$ cat config.mk
export PLATFORM = sky130hd
export DESIGN_NAME = irq_prio_ctrl
export DESIGN_NICKNAME = d
export VERILOG_FILES = /design/src/rtl/irq_ctrl_pkg.sv /design/src/rtl/irq_regs.sv /design/src/rtl/irq_state.sv /design/src/rtl/irq_arbiter.sv /design/src/rtl/irq_prio_ctrl.sv
export SDC_FILE = /design/constraint.sdc
export NUM_CORES = 1
export LEC_CHECK = 0
export BUFFER_PORTS_ARGS = -buffer_cell sky130_fd_sc_hd__buf_4
export CAP_MARGIN = 10
export CORE_UTILIZATION = 45
export DETAILED_ROUTE_END_ITERATION = 7
export PLACE_DENSITY_LB_ADDON = 0.05
export SLEW_MARGIN = 20
export SYNTH_ARGS = -nofsm -noshare
export SYNTH_HDL_FRONTEND = slang
export SYNTH_SLANG_ARGS = --single-unit
$ cat constraint.sdc
create_clock -name clk -period 57.1 [get_ports clk]
set_input_delay 8.565 -clock clk [delete_from_list [all_inputs] [get_ports clk]]
set_output_delay 8.565 -clock clk [all_outputs]
set_load 0.05 [all_outputs]
$ cat src/rtl/irq_ctrl_pkg.sv
package irq_ctrl_pkg;
  localparam int unsigned BUS_AW = 8;
  localparam logic [7:0] A_EN_SET = 8'h00;
  localparam logic [7:0] A_EN_CLR = 8'h08;
  localparam logic [7:0] A_PD_SET = 8'h10;
  localparam logic [7:0] A_PD_CLR = 8'h18;
  localparam logic [7:0] A_ACT    = 8'h20;
  localparam logic [7:0] A_SWTRIG = 8'h28;
  localparam logic [7:0] A_PRIO   = 8'h40;
  localparam int unsigned MAX_LINES = 256;
endpackage

$ cat src/rtl/irq_regs.sv
module irq_regs
  import irq_ctrl_pkg::*;
#(
  parameter int unsigned N  = 40,
  parameter int unsigned PW = 4
) (
  input  logic                  clk,
  input  logic                  rst,
  input  logic                  bus_wr,
  input  logic [7:0]            bus_addr,
  input  logic [31:0]           bus_wdata,
  output logic [31:0]           bus_rdata,
  input  logic [N-1:0]          pend_i,
  input  logic [N-1:0]          act_i,
  output logic [N-1:0]          en_o,
  output logic [N-1:0][PW-1:0]  prio_o,
  output logic [N-1:0]          pend_set_o,
  output logic [N-1:0]          pend_clr_o
);
  logic [N-1:0]         en_q;
  logic [N-1:0][PW-1:0] prio_q;

  for (genvar i = 0; i < N; i++) begin : g_line
    localparam logic [7:0] WOFF = 8'(i / 32);
    localparam int unsigned BIT = i % 32;
    localparam logic [7:0] POFF = 8'(i / 4);
    localparam int unsigned LANE = i % 4;

    logic en_set, en_clr, pr_wr;
    assign en_set = bus_wr && (bus_addr == A_EN_SET + WOFF) && bus_wdata[BIT];
    assign en_clr = bus_wr && (bus_addr == A_EN_CLR + WOFF) && bus_wdata[BIT];
    assign pr_wr  = bus_wr && (bus_addr == A_PRIO + POFF);

    assign pend_set_o[i] = bus_wr &&
      (((bus_addr == A_PD_SET + WOFF) && bus_wdata[BIT]) ||
       ((bus_addr == A_SWTRIG) && (bus_wdata[7:0] == 8'(i))));
    assign pend_clr_o[i] = bus_wr && (bus_addr == A_PD_CLR + WOFF) && bus_wdata[BIT];

    always_ff @(posedge clk) begin
      if (rst) begin
        en_q[i]   <= 1'b0;
        prio_q[i] <= '0;
      end else begin
        if (en_set)      en_q[i] <= 1'b1;
        else if (en_clr) en_q[i] <= 1'b0;
        if (pr_wr) prio_q[i] <= bus_wdata[8*LANE+8-PW +: PW];
      end
    end
  end

  assign en_o   = en_q;
  assign prio_o = prio_q;

  logic [MAX_LINES-1:0]         en_pad, pd_pad, act_pad;
  logic [MAX_LINES-1:0][PW-1:0] prio_pad;
  always_comb begin
    en_pad   = '0;
    pd_pad   = '0;
    act_pad  = '0;
    prio_pad = '0;
    en_pad[N-1:0]   = en_q;
    pd_pad[N-1:0]   = pend_i;
    act_pad[N-1:0]  = act_i;
    prio_pad[N-1:0] = prio_q;
  end

  logic [31:0] rd_next;
  logic [7:0]  bit_base;
  assign bit_base = {bus_addr[2:0], 5'b0};

  always_comb begin
    rd_next = '0;
    if (bus_addr[7:3] == A_EN_SET[7:3] || bus_addr[7:3] == A_EN_CLR[7:3])
      rd_next = en_pad[bit_base +: 32];
    else if (bus_addr[7:3] == A_PD_SET[7:3] || bus_addr[7:3] == A_PD_CLR[7:3])
      rd_next = pd_pad[bit_base +: 32];
    else if (bus_addr[7:3] == A_ACT[7:3])
      rd_next = act_pad[bit_base +: 32];
    else if (bus_addr[7:6] == A_PRIO[7:6]) begin
      for (int ln = 0; ln < 4; ln++)
        rd_next[8*ln+8-PW +: PW] = prio_pad[{bus_addr[5:0], 2'(ln)}];
    end
  end

  always_ff @(posedge clk) begin
    if (rst) bus_rdata <= '0;
    else     bus_rdata <= rd_next;
  end
endmodule

$ cat src/rtl/irq_state.sv
module irq_state #(
  parameter int unsigned N   = 40,
  parameter int unsigned IDW = 6
) (
  input  logic           clk,
  input  logic           rst,
  input  logic [N-1:0]   irq_in,
  input  logic [N-1:0]   pend_set,
  input  logic [N-1:0]   pend_clr,
  input  logic           ack,
  input  logic [IDW-1:0] ack_id,
  input  logic           done,
  input  logic [IDW-1:0] done_id,
  output logic [N-1:0]   pend_o,
  output logic [N-1:0]   act_o
);
  logic [N-1:0] pend_q, act_q;

  for (genvar i = 0; i < N; i++) begin : g_st
    logic ack_hit, done_hit;
    assign ack_hit  = ack  && (ack_id  == IDW'(i));
    assign done_hit = done && (done_id == IDW'(i));

    always_ff @(posedge clk) begin
      if (rst) begin
        pend_q[i] <= 1'b0;
        act_q[i]  <= 1'b0;
      end else begin
        if (irq_in[i] || pend_set[i])      pend_q[i] <= 1'b1;
        else if (pend_clr[i] || ack_hit)   pend_q[i] <= 1'b0;
        if (ack_hit)       act_q[i] <= 1'b1;
        else if (done_hit) act_q[i] <= 1'b0;
      end
    end

    // entering a handler retires the pending request
    p_ack_retires_r7: assert property (@(posedge clk) disable iff (rst)
      ack_hit && !irq_in[i] && !pend_set[i] |=> !pend_q[i] && act_q[i]);
    // a request still held at entry leaves the line active and pending
    p_level_holds_r8: assert property (@(posedge clk) disable iff (rst)
      ack_hit && irq_in[i] |=> pend_q[i] && act_q[i]);
    // completing an inactive line leaves it inactive
    p_done_idle_r11: assert property (@(posedge clk) disable iff (rst)
      done_hit && !act_q[i] && !ack_hit |=> !act_q[i]);
  end

  assign pend_o = pend_q;
  assign act_o  = act_q;
endmodule

$ cat src/rtl/irq_arbiter.sv
module irq_arbiter #(
  parameter int unsigned N   = 40,
  parameter int unsigned PW  = 4,
  parameter int unsigned IDW = 6
) (
  input  logic                 clk,
  input  logic                 rst,
  input  logic [N-1:0]         pend_i,
  input  logic [N-1:0]         en_i,
  input  logic [N-1:0]         act_i,
  input  logic [N-1:0][PW-1:0] prio_i,
  input  logic                 mask_all,
  input  logic                 ack,
  output logic                 req_valid,
  output logic [IDW-1:0]       req_id,
  output logic [PW-1:0]        req_prio,
  output logic [PW:0]          run_prio
);
  localparam logic [PW:0] IDLE = {1'b1, {PW{1'b0}}};

  logic [PW:0]    best_p, run_p;
  logic [IDW-1:0] best_i;
  logic           fire;

  always_comb begin
    best_p = IDLE;
    best_i = '0;
    run_p  = IDLE;
    for (int i = 0; i < N; i++) begin
      if (pend_i[i] && en_i[i] && ({1'b0, prio_i[i]} < best_p)) begin
        best_p = {1'b0, prio_i[i]};
        best_i = IDW'(i);
      end
      if (act_i[i] && ({1'b0, prio_i[i]} < run_p))
        run_p = {1'b0, prio_i[i]};
    end
    fire = !mask_all && (best_p < run_p);
  end

  always_ff @(posedge clk) begin
    if (rst) begin
      req_valid <= 1'b0;
      req_id    <= '0;
      req_prio  <= '0;
      run_prio  <= IDLE;
    end else begin
      req_valid <= fire && !ack;
      req_id    <= best_i;
      req_prio  <= best_p[PW-1:0];
      run_prio  <= run_p;
    end
  end

  // global mask holds back every request
  p_mask_blocks_r12: assert property (@(posedge clk) disable iff (rst)
    mask_all |=> !req_valid);
  // an accepted request is withdrawn for a cycle
  p_ack_drops_r7: assert property (@(posedge clk) disable iff (rst)
    ack |=> !req_valid);
  // no active line means idle running priority
  p_idle_run_r10: assert property (@(posedge clk) disable iff (rst)
    (act_i == '0) |=> (run_prio == IDLE));
endmodule

$ cat src/rtl/irq_prio_ctrl.sv
module irq_prio_ctrl #(
  parameter int unsigned NUM_LINES = 40,
  parameter int unsigned PRIO_BITS = 4,
  localparam int unsigned IDW = (NUM_LINES > 1) ? $clog2(NUM_LINES) : 1
) (
  input  logic                 clk,
  input  logic                 rst,
  input  logic [NUM_LINES-1:0] irq_in,
  input  logic                 mask_all,
  input  logic                 bus_wr,
  input  logic [7:0]           bus_addr,
  input  logic [31:0]          bus_wdata,
  output logic [31:0]          bus_rdata,
  output logic                 req_valid,
  output logic [IDW-1:0]       req_id,
  output logic [PRIO_BITS-1:0] req_prio,
  input  logic                 ack,
  input  logic                 done,
  input  logic [IDW-1:0]       done_id,
  output logic [PRIO_BITS:0]   run_prio
);
  logic [NUM_LINES-1:0]                en, pend, act, pset, pclr;
  logic [NUM_LINES-1:0][PRIO_BITS-1:0] prio;

  irq_regs #(.N(NUM_LINES), .PW(PRIO_BITS)) u_regs (
    .clk(clk), .rst(rst), .bus_wr(bus_wr), .bus_addr(bus_addr),
    .bus_wdata(bus_wdata), .bus_rdata(bus_rdata), .pend_i(pend),
    .act_i(act), .en_o(en), .prio_o(prio), .pend_set_o(pset),
    .pend_clr_o(pclr)
  );

  irq_state #(.N(NUM_LINES), .IDW(IDW)) u_state (
    .clk(clk), .rst(rst), .irq_in(irq_in), .pend_set(pset),
    .pend_clr(pclr), .ack(ack), .ack_id(req_id), .done(done),
    .done_id(done_id), .pend_o(pend), .act_o(act)
  );

  irq_arbiter #(.N(NUM_LINES), .PW(PRIO_BITS), .IDW(IDW)) u_arb (
    .clk(clk), .rst(rst), .pend_i(pend), .en_i(en), .act_i(act),
    .prio_i(prio), .mask_all(mask_all), .ack(ack), .req_valid(req_valid),
    .req_id(req_id), .req_prio(req_prio), .run_prio(run_prio)
  );
endmodule

==> results.yml <==
setup_path:
  rrSetupSlack_ps: 3120
  critPathKind: "reg2reg"
  crit_fanout: 8
  crit_top_cell: "ha_1"
  startpoint_type: "flip-flop"
  reg2reg_depth: 310
  cp_top_family: "compound AO/OA/AOI/OAI gates"
  worst_r2r_startpoint: "u_state.pend_o[0]$_SDFFE_PP0P_"
  worst-path-buf-inv: 34
  r2r-end: "u_arb.req_valid$_SDFF_PP0_"
  critPathRequiredTime_ps: 57610
  end_kind: "flip-flop"
  crit_arrival_ps: 54500
  crit_path_max_incr_delay_ps: 420
  crit_slowest_cell: "or3_4"
synth:
  syn_inst: 3941
  synth_cell_types: 119
  synth_top_flop_cell: "dfxtp_1"
  synth.yosys.seq_area_share: 0.2314
  syn_avg_cell_area_um2: 7.202
  async_reset_ff_frac: 0
  synth.net_count: 4234
  ys_ff_latch: 328
  synth_area_um2: 28380
  ys_warn_count: 0
  synth-edff-count: 0
power:
  peakVddDrop_mv: 0.01805
  power_density_nw_per_um2: 16.73
  leakagePower_nw: 12.28
global_route:
  grt_util_all_layers: 0.3675
  antenna_found_initial: 2
  grt_max_degree: 208
  grt_pass1_vias: 27585
  grt.overflow.total: 0
  grt_pass1_wl_mm: 177.6
floorplan:
  chipWidth_um: 253.1
  dieArea_um2: 64080
  io_pins: 140
  core_area_um2: 62050
  rows: 91
  initial_core_util: 0.4574
  die_y_um: 253.1
placed_design:
  gp_congestion: 0.9710
  post-dp-hpwl_mm: 92.81
  place_ws_ps: -995.3
  port_buffers: 139
timing:
  fmax_mhz: 18.52
  finalSetupViolations: 0
  final_max_slew_viol_count: 0
  fin_crit_ps: 53980
  worst_slack_ps: 3115
  fin_worst_skew_ps: 27.60
  post-route-period-util: 0.9454
  tightest_slew_ps: 1211
  hold_viol: 0
  slew_headroom: 0.1919
clocking:
  cts.sinks: 328
  cts-hold-fix-buffers: 0
  cts_tree: "yes"
  cts_buffers: 43
  clk_pin_slew_ps: 60
  cts_buffer_depth: 3
  root_buffer: "clkbuf_16"
  clock_latency_ps: 600
  cts_htree_levels: 2
detailed_routing:
  drt-initial-drc-count: 3886
  drcViolationCount: 11
  via_per_inst: 6.330
  first_pass_iters: 8
  routedWlPerCell_um: 24.75
  ant_nets: 0
  vias: 31456
  wl_mm: 123.0
finish:
  fin_nets: 4393
  area_growth_pct: 17.19
  fin_util: 0.5360
  final_cell_mix: "nand2_1 (769), a21oi_1 (409), dfxtp_1 (325)"
  drive_gt1_frac: 0.1653
  fillers: 6121
  final_common_cell: "nand2_1"
worst_hold_path:
  min_from: "u_regs.en_o[11]$_SDFFE_PP0P_"
  min_path_cells: 2
  hold_path_end: "u_regs.en_o[11]$_SDFFE_PP0P_"
  hold_path.class: "reg2reg"
status:
  violations: "design-rule violations"
  status: "finished, violations left"
flow_run:
  maxCapViolCount: 0
-- report_power, final --
group	switching, mW	internal, mW
clock	0.115	0.166
combinational	0.0283	0.0124
sequential	0.00395	0.231
-- logic make-up after synthesis --
family | after synthesis | share of synthesized area
compound gates | 1300 | 0.3049
flops | 328 | 0.2314
fa+ha+maj | 205 | 0.09002
mux | 186 | 0.08283
buf+inv | 420 | 0.05665
simple gates | 1502 | 0.2342
-- cell type report --
| cell class | instances | area [um2] | area share |
|---|---|---|---|
| clock inverters | 20 | 225.2 | 0.006771 |
| well taps | 837 | 1047 | 0.03148 |
| flip-flops and latches | 328 | 6575 | 0.1977 |
| multi-input cells | 3194 | 21110 | 0.6346 |
| repair buffers | 288 | 2186 | 0.06572 |
| diodes | 1 | 2.502 | 0.00007523 |
| inverters | 245 | 919.6 | 0.02765 |
| clock buffers | 56 | 1197 | 0.03600 |
-- sequential cells by signal, summed over array words and instances (netlist names) --
signal,count
u_arb.req_valid,1
u_state.act_o,40
u_arb.run_prio,5
u_regs.prio_o,160
u_state.pend_o,40
u_arb.req_id,6
u_arb.req_prio,4
u_regs.bus_rdata,32
u_regs.en_o,40
-- how the worst max path moves through the flow --
stage | startpoint | endpoint | slack [ps] | depth (start not counted)
4_1_cts | u_state.pend_o[0]$_SDFFE_PP0P_ | u_arb.req_valid$_SDFF_PP0_ | 100 | 309
2_1_floorplan | u_regs.en_o[0]$_SDFFE_PP0P_ | u_arb.req_valid$_SDFF_PP0_ | 2970 | 310
3_3_place_gp | u_state.pend_o[0]$_SDFFE_PP0P_ | u_arb.req_valid$_SDFF_PP0_ | 30 | 306
6_report | u_state.pend_o[0]$_SDFFE_PP0P_ | u_arb.req_valid$_SDFF_PP0_ | 3120 | 310
5_1_grt | u_state.pend_o[0]$_SDFFE_PP0P_ | u_arb.req_valid$_SDFF_PP0_ | -540 | 313
3_5_place_dp | u_regs.en_o[0]$_SDFFE_PP0P_ | u_arb.req_valid$_SDFF_PP0_ | -1000 | 308
-- routing by layer --
layer / track usage / up-vias / wire [um]
li1: - / 14685 / -
met1: 0.5211 / 14899 / 53740
met2: 0.5498 / 1662 / 51710
met3: 0.07062 / 208 / 13100
met4: 0.1294 / 2 / 4407
met5: 0 / - / 14
-- cell usage after synthesis, types with 16 or more instances --
cell | n | area, um2
a31oi_1 | 84 | 525.5
nand3_1 | 73 | 365.4
ha_1 | 201 | 2515
nor3b_1 | 22 | 165.2
dfxtp_1 | 328 | 6566
a21o_1 | 49 | 367.9
o22ai_1 | 25 | 156.4
nand4_1 | 16 | 100.1
and2_1 | 38 | 237.7
mux2i_1 | 95 | 950.9
o21ai_1 | 23 | 115.1
nand2b_1 | 36 | 225.2
nor2_1 | 321 | 1205
mux2_2 | 54 | 608.1
and3_1 | 35 | 219.0
o21ai_0 | 237 | 1186
inv_1 | 244 | 915.9
o21a_1 | 36 | 270.3
clkbuf_1 | 159 | 596.8
a211oi_1 | 43 | 322.8
or3_1 | 22 | 137.6
nor2b_1 | 25 | 156.4
nand2_1 | 774 | 2905
o211ai_1 | 44 | 330.3
a21oi_1 | 427 | 2137
a22oi_1 | 52 | 390.4
mux4_2 | 32 | 720.7
a222oi_1 | 44 | 440.4
nor3_1 | 54 | 270.3
a211o_1 | 20 | 175.2
-- worst reg2reg max path: cells and delay by family (launching register included) --
kind / cells / cell delay [ps]
AOI/OAI and AO/OA: 133 / 22660
adders and majority gates: 40 / 10540
buffers and inverters: 34 / 3090
DFF: 1 / 380
muxes: 20 / 5130
and+or+nand+nor: 83 / 12120
-- stage by stage --
stage | area [um2] | power, mW | TNS (ps) | hold WS [ps] | cells
floorplan | 28380 | 0.2590 | 0 | 459.4 | 3941
global placement | 30420 | 0.2785 | 0 | 505.2 | 4818
detailed placement | 30420 | 0.2784 | -2861 | 509.8 | 4818
CTS | 31940 | 0.5547 | 0 | 525.4 | 4901
global route | 33260 | 0.5682 | -541.6 | 564.8 | 4969
finish | 33260 | 0.5566 | 0 | 523.3 | 4969
-- what timing repair did --
| item | 4_1_cts | 5_1_grt |
|---|---|---|
| buffers inserted | 7 | 66 |
| gates cloned | 0 | 1 |
| endpoints found under the setup margin | 10 | 15 |
| pin swaps | 2 | 52 |
| gates resized for setup | 10 | 214 |
(Power assumes the default switching activity.)
